===== config.mk =====
export PLATFORM = sky130hd
export DESIGN_NAME = qseq_top
export DESIGN_NICKNAME = d
export VERILOG_FILES = /design/src/rtl/qseq_pkg.sv /design/src/rtl/qseq_dpram.sv /design/src/rtl/qseq_regs.sv /design/src/rtl/qseq_shifter.sv /design/src/rtl/qseq_sequencer.sv /design/src/rtl/qseq_top.sv
export SDC_FILE = /design/constraint.sdc
export NUM_CORES = 1
export LEC_CHECK = 0
export ABC_CLOCK_PERIOD_IN_PS = 2400
export CELL_PAD_IN_SITES_DETAIL_PLACEMENT = 1
export CELL_PAD_IN_SITES_GLOBAL_PLACEMENT = 2
export CORE_ASPECT_RATIO = 1.5
export CORE_UTILIZATION = 48
export CTS_BUF_LIST = sky130_fd_sc_hd__clkbuf_8
export DETAILED_ROUTE_END_ITERATION = 6
export HOLD_SLACK_MARGIN = 0.05
export PLACE_DENSITY_LB_ADDON = 0.1
export SLEW_MARGIN = 20
export SYNTH_ARGS = -nofsm -noshare
export SYNTH_HDL_FRONTEND = slang
export SYNTH_SLANG_ARGS = --single-unit

===== constraint.sdc =====
create_clock -name clk -period 2.4 [get_ports clk]
set_input_delay 0.48 -clock clk [delete_from_list [all_inputs] [get_ports clk]]
set_output_delay 0.48 -clock clk [all_outputs]
set_load 0.1 [all_outputs]

===== src/rtl/qseq_pkg.sv =====
package qseq_pkg;
  localparam logic [1:0] ADDR_CTRL   = 2'd0;
  localparam logic [1:0] ADDR_STARTP = 2'd1;
  localparam logic [1:0] ADDR_ENDP   = 2'd2;
  localparam logic [1:0] ADDR_STAT   = 2'd3;

  localparam int CB_EN   = 0;
  localparam int CB_WEN  = 1;
  localparam int CB_WTO  = 2;
  localparam int CB_LOOP = 3;
  localparam int CB_IRQE = 4;
  localparam int CB_HALT = 5;
  localparam int CTRL_W  = 6;

  localparam int SB_DONE = 0;
  localparam int SB_HACK = 1;
  localparam int SB_MF   = 2;
  localparam int STAT_W  = 3;

  typedef enum logic [2:0] {
    S_IDLE, S_FETCH, S_LOAD, S_SHIFT, S_END, S_GAP, S_HALT
  } seq_state_t;
endpackage


===== src/rtl/qseq_dpram.sv =====
module qseq_dpram #(
  parameter int AW = 4,
  parameter int DW = 8
) (
  input  logic          clk,
  input  logic          we,
  input  logic [AW-1:0] waddr,
  input  logic [DW-1:0] wdata,
  input  logic [AW-1:0] raddr,
  output logic [DW-1:0] rdata
);
  localparam int DEPTH = 1 << AW;

  logic [DW-1:0] mem [DEPTH];

  always_ff @(posedge clk) begin
    if (we) mem[waddr] <= wdata;
    rdata <= mem[raddr];
  end
endmodule


===== src/rtl/qseq_regs.sv =====
module qseq_regs
  import qseq_pkg::*;
#(
  parameter int QW = 4
) (
  input  logic          clk,
  input  logic          rst,
  input  logic          cpu_we,
  input  logic [1:0]    cpu_addr,
  input  logic [7:0]    cpu_wdata,
  output logic [7:0]    cpu_rdata,
  input  logic          evt_done,
  input  logic          evt_hack,
  input  logic          mfault_in,
  output logic          enable,
  output logic          wrap,
  output logic          loop,
  output logic          halt,
  output logic          irq_en,
  output logic [QW-1:0] startp,
  output logic [QW-1:0] endp,
  output logic          startp_wr,
  output logic [STAT_W-1:0] flags,
  output logic          irq
);
  logic [CTRL_W-1:0] ctrl_q;
  logic [QW-1:0]     startp_q, endp_q;
  logic [STAT_W-1:0] flag_q, flag_set, flag_clr;

  assign enable    = ctrl_q[CB_EN];
  assign wrap      = ctrl_q[CB_WEN] & ctrl_q[CB_WTO];
  assign loop      = ctrl_q[CB_LOOP];
  assign halt      = ctrl_q[CB_HALT];
  assign irq_en    = ctrl_q[CB_IRQE];
  assign startp    = startp_q;
  assign endp      = endp_q;
  assign flags     = flag_q;
  assign startp_wr = cpu_we && (cpu_addr == ADDR_STARTP);

  always_comb begin
    flag_set = '0;
    flag_set[SB_DONE] = evt_done;
    flag_set[SB_HACK] = evt_hack;
    flag_set[SB_MF]   = mfault_in & ctrl_q[CB_EN];
    flag_clr = (cpu_we && cpu_addr == ADDR_STAT) ? cpu_wdata[STAT_W-1:0] : '0;
  end

  always_ff @(posedge clk) begin
    if (rst) begin
      ctrl_q    <= '0;
      startp_q  <= '0;
      endp_q    <= '0;
      flag_q    <= '0;
      irq       <= 1'b0;
      cpu_rdata <= '0;
    end else begin
      if (cpu_we && cpu_addr == ADDR_CTRL)   ctrl_q   <= cpu_wdata[CTRL_W-1:0];
      if (startp_wr)                         startp_q <= cpu_wdata[QW-1:0];
      if (cpu_we && cpu_addr == ADDR_ENDP)   endp_q   <= cpu_wdata[QW-1:0];
      flag_q <= (flag_q & ~flag_clr) | flag_set;
      irq    <= ctrl_q[CB_IRQE] & (flag_q[SB_HACK] | flag_q[SB_MF]);
      case (cpu_addr)
        ADDR_CTRL:   cpu_rdata <= 8'(ctrl_q);
        ADDR_STARTP: cpu_rdata <= 8'(startp_q);
        ADDR_ENDP:   cpu_rdata <= 8'(endp_q);
        default:     cpu_rdata <= 8'(flag_q);
      endcase
    end
  end

  AST_STARTP_HI_ZERO: assert property (@(posedge clk) disable iff (rst)
    (cpu_addr == ADDR_STARTP) |=> (cpu_rdata[7:4] == 4'd0));
endmodule


===== src/rtl/qseq_shifter.sv =====
module qseq_shifter #(
  parameter int DW  = 8,
  parameter int DIV = 2
) (
  input  logic          clk,
  input  logic          rst,
  input  logic          start,
  input  logic [DW-1:0] tx,
  input  logic          loop,
  input  logic          miso,
  output logic          sck,
  output logic          mosi,
  output logic          done,
  output logic [DW-1:0] rx
);
  localparam int BCW = (DW > 1) ? $clog2(DW) : 1;
  localparam int DCW = (DIV > 1) ? $clog2(DIV) : 1;

  logic           busy;
  logic [DW-1:0]  sr;
  logic [BCW-1:0] bcnt;
  logic [DCW-1:0] dcnt;
  logic           din;

  assign din = loop ? mosi : miso;

  always_ff @(posedge clk) begin
    done <= 1'b0;
    if (rst) begin
      busy <= 1'b0;
      sck  <= 1'b0;
      mosi <= 1'b0;
      sr   <= '0;
      rx   <= '0;
      bcnt <= '0;
      dcnt <= '0;
    end else if (!busy) begin
      if (start) begin
        busy <= 1'b1;
        sr   <= tx;
        mosi <= tx[DW-1];
        bcnt <= '0;
        dcnt <= '0;
      end
    end else if (dcnt == DCW'(DIV - 1)) begin
      dcnt <= '0;
      if (!sck) begin
        sck <= 1'b1;
        rx  <= {rx[DW-2:0], din};
      end else begin
        sck <= 1'b0;
        if (bcnt == BCW'(DW - 1)) begin
          busy <= 1'b0;
          done <= 1'b1;
        end else begin
          bcnt <= bcnt + 1'b1;
          sr   <= {sr[DW-2:0], 1'b0};
          mosi <= sr[DW-2];
        end
      end
    end else begin
      dcnt <= dcnt + 1'b1;
    end
  end

  AST_DONE_SCK_LOW: assert property (@(posedge clk) disable iff (rst)
    done |-> !sck);
endmodule


===== src/rtl/qseq_sequencer.sv =====
module qseq_sequencer
  import qseq_pkg::*;
#(
  parameter int QW  = 4,
  parameter int DW  = 8,
  parameter int DIV = 2
) (
  input  logic          clk,
  input  logic          rst,
  input  logic          enable,
  input  logic          wrap,
  input  logic          halt,
  input  logic [QW-1:0] startp,
  input  logic [QW-1:0] endp,
  input  logic          startp_wr,
  output logic [QW-1:0] tx_raddr,
  output logic          sh_start,
  input  logic          sh_done,
  input  logic [DW-1:0] sh_rx,
  output logic          rx_we,
  output logic [QW-1:0] rx_waddr,
  output logic [DW-1:0] rx_wdata,
  output logic          cs_n,
  output logic          evt_done,
  output logic          evt_hack
);
  localparam int GCW = (DIV > 1) ? $clog2(DIV) : 1;

  seq_state_t     state_q;
  logic [QW-1:0]  ptr_q, nxt;
  logic [GCW-1:0] gcnt_q;
  logic           armed_q, pend_q, last, consume;

  assign tx_raddr = ptr_q;
  assign sh_start = (state_q == S_LOAD);
  assign rx_we    = (state_q == S_END);
  assign rx_waddr = ptr_q;
  assign rx_wdata = sh_rx;

  always_comb begin
    last = 1'b0;
    if (pend_q)              nxt = startp;
    else if (ptr_q == endp) begin
      nxt  = startp;
      last = !wrap;
    end else                 nxt = ptr_q + 1'b1;
  end

  assign consume = (state_q == S_END) ||
                   (state_q == S_HALT && enable && !halt) ||
                   (state_q == S_IDLE);

  always_ff @(posedge clk) begin
    if (rst) pend_q <= 1'b0;
    else if (startp_wr && state_q != S_IDLE) pend_q <= 1'b1;
    else if (consume) pend_q <= 1'b0;
  end

  always_ff @(posedge clk) begin
    evt_done <= 1'b0;
    evt_hack <= 1'b0;
    if (rst) begin
      state_q <= S_IDLE;
      ptr_q   <= '0;
      gcnt_q  <= '0;
      armed_q <= 1'b1;
      cs_n    <= 1'b1;
    end else begin
      case (state_q)
        S_IDLE: begin
          cs_n <= 1'b1;
          if (!enable) armed_q <= 1'b1;
          else if (armed_q && !halt) begin
            ptr_q   <= startp;
            armed_q <= 1'b0;
            state_q <= S_FETCH;
          end
        end
        S_FETCH: state_q <= S_LOAD;
        S_LOAD: begin
          cs_n    <= 1'b0;
          state_q <= S_SHIFT;
        end
        S_SHIFT: if (sh_done) state_q <= S_END;
        S_END: begin
          cs_n   <= 1'b1;
          ptr_q  <= nxt;
          gcnt_q <= '0;
          if (last) begin
            evt_done <= 1'b1;
            state_q  <= S_IDLE;
          end else if (!enable) begin
            state_q <= S_IDLE;
          end else if (halt) begin
            evt_hack <= 1'b1;
            state_q  <= S_HALT;
          end else begin
            state_q <= S_GAP;
          end
        end
        S_GAP: begin
          if (gcnt_q == GCW'(DIV - 1)) state_q <= S_FETCH;
          else gcnt_q <= gcnt_q + 1'b1;
        end
        S_HALT: begin
          gcnt_q <= '0;
          if (!enable) state_q <= S_IDLE;
          else if (!halt) begin
            if (pend_q) ptr_q <= startp;
            state_q <= S_GAP;
          end
        end
        default: state_q <= S_IDLE;
      endcase
    end
  end

  AST_CS_LOW_IN_SHIFT: assert property (@(posedge clk) disable iff (rst)
    (state_q == S_SHIFT) |-> !cs_n);
  AST_PTR_STABLE_IN_ENTRY: assert property (@(posedge clk) disable iff (rst)
    (state_q == S_SHIFT && $past(state_q) == S_SHIFT) |-> $stable(ptr_q));
  AST_HALT_NO_FRAME: assert property (@(posedge clk) disable iff (rst)
    (state_q == S_HALT && halt && enable) |=> (state_q == S_HALT));
endmodule


===== src/rtl/qseq_top.sv =====
module qseq_top
  import qseq_pkg::*;
#(
  parameter int QW  = 4,
  parameter int DW  = 8,
  parameter int DIV = 2
) (
  input  logic          clk,
  input  logic          rst,
  input  logic          cpu_we,
  input  logic [1:0]    cpu_addr,
  input  logic [7:0]    cpu_wdata,
  output logic [7:0]    cpu_rdata,
  input  logic          ram_we,
  input  logic [QW-1:0] ram_waddr,
  input  logic [DW-1:0] ram_wdata,
  input  logic [QW-1:0] ram_raddr,
  output logic [DW-1:0] ram_rdata,
  input  logic          mfault_in,
  output logic          spi_sck,
  output logic          spi_mosi,
  input  logic          spi_miso,
  output logic          spi_cs_n,
  output logic          irq
);
  logic enable, wrap, loop, halt, irq_en, startp_wr;
  logic [QW-1:0] startp, endp, tx_raddr, rx_waddr;
  logic [DW-1:0] tx_rdata, rx_wdata, sh_rx;
  logic [STAT_W-1:0] flags;
  logic sh_start, sh_done, rx_we, evt_done, evt_hack;

  qseq_regs #(.QW(QW)) regs_i (
    .clk(clk), .rst(rst), .cpu_we(cpu_we), .cpu_addr(cpu_addr),
    .cpu_wdata(cpu_wdata), .cpu_rdata(cpu_rdata), .evt_done(evt_done),
    .evt_hack(evt_hack), .mfault_in(mfault_in), .enable(enable),
    .wrap(wrap), .loop(loop), .halt(halt), .irq_en(irq_en),
    .startp(startp), .endp(endp), .startp_wr(startp_wr),
    .flags(flags), .irq(irq)
  );

  qseq_dpram #(.AW(QW), .DW(DW)) txram_i (
    .clk(clk), .we(ram_we), .waddr(ram_waddr), .wdata(ram_wdata),
    .raddr(tx_raddr), .rdata(tx_rdata)
  );

  qseq_dpram #(.AW(QW), .DW(DW)) rxram_i (
    .clk(clk), .we(rx_we), .waddr(rx_waddr), .wdata(rx_wdata),
    .raddr(ram_raddr), .rdata(ram_rdata)
  );

  qseq_sequencer #(.QW(QW), .DW(DW), .DIV(DIV)) seq_i (
    .clk(clk), .rst(rst), .enable(enable), .wrap(wrap), .halt(halt),
    .startp(startp), .endp(endp), .startp_wr(startp_wr),
    .tx_raddr(tx_raddr), .sh_start(sh_start), .sh_done(sh_done),
    .sh_rx(sh_rx), .rx_we(rx_we), .rx_waddr(rx_waddr),
    .rx_wdata(rx_wdata), .cs_n(spi_cs_n), .evt_done(evt_done),
    .evt_hack(evt_hack)
  );

  qseq_shifter #(.DW(DW), .DIV(DIV)) shift_i (
    .clk(clk), .rst(rst), .start(sh_start), .tx(tx_rdata), .loop(loop),
    .miso(spi_miso), .sck(spi_sck), .mosi(spi_mosi), .done(sh_done),
    .rx(sh_rx)
  );

  AST_SCK_LOW_WHEN_DESELECTED: assert property (@(posedge clk) disable iff (rst)
    spi_cs_n |-> !spi_sck);
  AST_HACK_AT_BOUNDARY: assert property (@(posedge clk) disable iff (rst)
    $rose(flags[SB_HACK]) |-> spi_cs_n);
  AST_IRQ_GATED: assert property (@(posedge clk) disable iff (rst)
    !irq_en |=> !irq);
endmodule


; ---- After elaboration in Yosys (flattened, before gate mapping)
; Memory sizes are Yosys's and may differ from the RTL's. A register that Yosys moved wholly into a read port is not among the register bits.
; Index checks and enable logic that the tools add are counted.
[word_totals]
ff_bits = 62
ramBits = 256
input_bits = 32
out_inout_bits = 20
elab_cells = 155
mem_count = 2
[op_classes]
n_addsub = 4
n_eq_ne = 23
n_mux = 61
n_bitwise = 12
n_reduce_logical = 31
[memory_table]
columns = memory, depth, word_bits, rd, rd_ports_with_merged_regs, wr, line
row1 = rxram_i.mem, 16, 8, 1, 1, 1, qseq_dpram.sv:14  ; logic [DW-1:0] mem [DEPTH];
row2 = txram_i.mem, 16, 8, 1, 1, 1, qseq_dpram.sv:14
[ops]
columns = cell, n
row1 = 3-bit 2-to-1 mux, 14
row2 = 7-bit 2-to-1 mux, 5
row3 = 1-bit 2-to-1 mux, 29
row4 = 4-bit 2-to-1 mux, 7
row5 = 3-bit one-hot mux with 7 select lines, 1
row6 = 6-bit one-hot mux with 3 select lines, 1
row7 = 3-bit equality test (second input constant), 4
row8 = 2-bit inequality test (second input constant), 6
row9 = 4-bit one-hot mux with 3 select lines, 1
row10 = 2-bit by 1-bit inequality test with 1-bit output (second input constant), 5
row11 = 1-bit logical AND, 8
row12 = 2-bit nonzero test, 4
row13 = 4-bit OR reduction, 2
row14 = 3-bit by 2-bit equality test with 1-bit output (second input constant), 2
row15 = 6-bit AND reduction, 1
row16 = 3-bit nonzero test, 2
row17 = 2-bit OR reduction, 3
row18 = 1-bit inverter, 5
row19 = 5-bit AND reduction, 1
row20 = 4-bit by 1-bit adder with 4-bit output (second input constant), 1
row21 = 2-bit equality test (second input constant), 2
row22 = 4-bit equality test, 1
row23 = 1-bit one-hot mux with 2 select lines, 2
row24 = 2-bit AND reduction, 2
row25 = other kinds (17), 22

; ---- Logic depth before layout (Yosys ltp)
[logic_depth]
word_depth = 7
ltp_mapped = 8
depth_no_buf = 6

; ---- By module
; Synthesis repeated with hierarchy kept, for this count alone.
[unflattened]
cells_unflattened = 760
area_unflattened_um2 = 13249.0
[modules_own_cells]
columns = module, n_inst, cells_each, area_each_um2
row1 = qseq_dpram, 2, 229, 5147.4
row2 = qseq_regs, 1, 93, 1039.7
row3 = qseq_shifter, 1, 96, 987.2
row4 = qseq_sequencer, 1, 113, 927.1

; ---- Worst setup path before layout
; OpenSTA, ideal clock, no wires.
[synth_timing]
path_type = input -> register
from = in ram_raddr[0]
to = reg rxram_i.rdata[0], read port of rxram_i.mem
arrival_time_ns = 1.968
setup_slack_ns = 0.298
stages = 4
path_cell_list = clkbuf_1 -> buf_2 -> mux4_2 -> mux4_2
[synth_lines]
columns = element, line
row1 = "start, declared", qseq_top.sv:17  ; input logic [QW-1:0] ram_raddr,
row2 = "end, declared", qseq_dpram.sv:10  ; output logic [DW-1:0] rdata

; ---- Worst setup path in the final report
[layout_timing]
from = reg seq_i.state_q[2]
to = mem rxram_i.mem[7][4], enable pin
[layout_via]
elab_chain_len = 3
[layout_rtl]
columns = element, line
row1 = "start, declared", qseq_sequencer.sv:29  ; seq_state_t state_q;
row2 = "start signal, assigned", qseq_sequencer.sv:63  ; state_q <= S_IDLE;
row3 = "start signal, assigned", qseq_sequencer.sv:76  ; state_q <= S_FETCH;
row4 = "start signal, assigned", qseq_sequencer.sv:79  ; S_FETCH: state_q <= S_LOAD;
row5 = 3-bit equality test, qseq_sequencer.sv:36  ; assign rx_we = (state_q == S_END);
row6 = 1-bit 2-to-1 mux, qseq_dpram.sv:17  ; if (we) mem[waddr] <= wdata;
row7 = 1-bit 2-to-1 mux (not written as such), qseq_dpram.sv:17
row8 = "end, declared", qseq_dpram.sv:14
; Every way passes these cells.

==> flow_metrics.py <==
metrics = {
    "clock_network": {
        "cts_sinks": 332,
        "clockBufferDepth": 3,
        "post_cts_buffers": 0,
        "clock_latency_ps": 580,
        "numCtsBuffers": 48,
        "cts.htree.levels": 2,
        "cts_tree": "done",
        "clk_pin_slew_ps": 70,
        "hold_buffers": 0,
        "cts_root_buf": "clkbuf_8",
        "cts_resized": 0,
    },
    "finish": {
        "finalNetCount": 859,
        "n_antenna_cell": 0,
        "mostFrequentLayoutCell": "edfxtp_1",
        "most-common-layout-cells": "edfxtp_1, mux4_2, dfxtp_1",
        "syn_to_final_growth_pct": 15.14,
        "layout-drive-gt1-share_pct": 25.58,
    },
    "placed_design": {
        "place_congestion": 0.7463,
        "dp_hpwl_um": 19150,
        "io_buffers": 47,
    },
    "global_routing": {
        "grt-ovfl-total": 0,
        "antenna_found_initial": 0,
        "grt_pass1_wl_um": 42500,
        "grt_start_max_net_pins": 36,
        "first_global_vias": 7359,
        "grtUsageTotal_pct": 21.17,
    },
    "sta": {
        "slew_viol_final": 0,
        "hold_viol": 0,
        "rsz0062_at_grt": "false",
        "max_freq_mhz": 450.6,
        "period_share_pct": 92.46,
        "slew_headroom_pct": 25.77,
        "tightestPinTransition_ps": 1109,
        "min_period_ps": 2219,
        "setup_tns_ps": 0,
        "clock-skew-final_ps": 29.92,
        "finalSetupViolations": 0,
        "fin_hold_ws_ps": 280.8,
    },
    "synth": {
        "ys_ff_latch": 332,
        "async_reset_ff_share_pct": 0,
        "syn_area_um2": 12880,
        "synth_cells": 723,
        "seq_area_frac_synth_pct": 71.51,
        "synth_edf_count": 256,
        "syn_area_per_cell_um2": 17.81,
        "synth_ff_type": "edfxtp_1",
        "synth-warning-count": 0,
        "ys_types": 57,
    },
    "route": {
        "viasPerCell": 5.617,
        "final_antenna_net_count": 0,
        "vias": 6724,
        "wire_per_inst_um": 23.26,
        "drc": 0,
        "drt_iter0_markers": 338,
        "routed_wl_um": 27840,
        "drt_first_pass_iters": 4,
    },
    "pwr": {
        "leakage_nw": 4.909,
        "p_per_area_nw_per_um2": 784.5,
        "peakVddDrop_uv": 590.2,
    },
    "worst_setup_path": {
        "startpoint_type": "register",
        "cp_max_fo": 8,
        "end_kind": "register",
        "worstSetupPathType": "reg2reg",
        "arrival_ps": 2400,
        "cp_data_required_time_ps": 2580,
    },
    "die": {
        "ios": 52,
        "die_h_um": 202.6,
        "fp.dieW_um": 135.7,
        "start_util_pct": 48.78,
        "rows": 73,
        "core_area_um2": 26400,
        "fp.dieArea_um2": 27500,
    },
    "flow_run": {
        "max_cap_viol_count": 0,
    },
    "min_path": {
        "hold_path_class": "in2reg",
    },
    "status": {
        "run_status": "completed",
    },
}
state kept, by name, indices dropped and copies added (netlist names), 3 cells and up:
| signal | cells |
|---|---|
| regs_i.ctrl_q | 6 |
| regs_i.cpu_rdata | 6 |
| regs_i.endp | 4 |
| rxram_i.mem | 128 |
| regs_i.startp | 4 |
| regs_i.flags | 3 |
| shift_i.rx | 8 |
| txram_i.rdata | 8 |
| rxram_i.rdata | 8 |
| seq_i.rx_waddr | 4 |
| shift_i.bcnt | 3 |
| txram_i.mem | 128 |
| seq_i.state_q | 3 |
| shift_i.sr | 7 |
power by group:
group          switching [W]  total [W]  leakage, nW  internal (W)
clock                0.00207    0.00434        0.554       0.00227
sequential         0.0000671    0.00634         2.96       0.00627
combinational       0.000573   0.000948         1.39      0.000375
total                0.00272     0.0116         4.91       0.00892
worst paths after layout:
path / from / end / slack (ps) / cells past startpoint
max: seq_i.state_q[2]$_SDFFE_PP0P_ / rxram_i.mem[7][4]$_DFFE_PP_ / 180 / 4
min: rst / regs_i.ctrl_q[5]$_SDFFE_PP0P_ / 280 / 2
max reg2reg: seq_i.state_q[2]$_SDFFE_PP0P_ / rxram_i.mem[7][4]$_DFFE_PP_ / 180 / 4
min reg2reg: seq_i.cs_n$_SDFFE_PP1P_ / seq_i.cs_n$_SDFFE_PP1P_ / 470 / 2
area by class of cell:
type | count | area (um^2)
Inverter | 5 | 18.77
Clock buffer | 50 | 688.2
Clock inverter | 39 | 244.0
Multi-Input combinational cell | 343 | 3461
Tap cell | 337 | 421.7
Fill cell | 2400 | 11570
Sequential cell | 332 | 9210
Timing Repair Buffer | 91 | 783.3
routing by layer:
layer  part of all wire (%)  global-route usage [%]  wire (um)
met4                    2.6                   8.226        733
met5                      0                       0          0
met1                     38                   23.44      10480
met2                     57                   39.78      15750
met3                    3.1                   3.296        876
per-stage QoR:
stage / worst slack (ps) / total power, W / area (um^2) / std cells / utilization [%]
floorplan: 298.0 / 0.007115 / 12880 / 724 / -
global placement: 155.6 / 0.007381 / 13890 / 1108 / 52.63
detailed placement: 51.42 / 0.007426 / 13890 / 1108 / 52.63
CTS: 42.38 / 0.01177 / 14820 / 1197 / 56.16
global route: 14.60 / 0.01201 / 14830 / 1197 / 56.17
finish: 180.9 / 0.01163 / 14830 / 1197 / 56.17
synth_stat cells, types with 2 or more instances:
cell        n  share of area (%)
nor3_1     16               0.62
mux4_2     83                 15
nand2_1    34               0.99
nor4_1      2              0.097
a211oi_1   12               0.70
ha_1        6               0.58
xnor2_1     5               0.34
buf_2      11               0.43
and3_1      2              0.097
buf_4       2               0.12
clkbuf_1   22               0.64
buf_1       7               0.20
nand3_1     9               0.35
nand3b_1    4               0.23
a21oi_1    20               0.78
inv_1       5               0.15
nand2b_1    9               0.44
nor2_1     63                1.8
nor2b_1     9               0.44
nor3b_1     3               0.17
o21ai_0     5               0.19
dfxtp_1    76                 12
a22oi_1     6               0.35
nand4_1     2              0.097
edfxtp_1  256                 60
mux2i_1    21                1.6
nand4b_1    3               0.20
logic make-up (layout without fill, tap and decap cells):
| logic type | Yosys count | in the layout | synth area share (%) |
|---|---|---|---|
| buf+inv | 49 | 185 | 1.661 |
| xor+xnor | 5 | 5 | 0.3401 |
| compound gates | 57 | 57 | 3.139 |
| mux | 105 | 105 | 16.24 |
| other cells | 1 | 2 | 0.02912 |
| fa+ha+maj | 6 | 6 | 0.5830 |
| flops | 332 | 332 | 71.51 |
| simple gates | 168 | 168 | 6.500 |
worst max-delay path, stage by stage, from the launching register on:
cell and delay, ps:
dfxtp_1 320, nor2b_1 250, and2b_1 250, nand2_1 140
nor2_1 870
No activity file was read; power rests on OpenSTA's default activity.
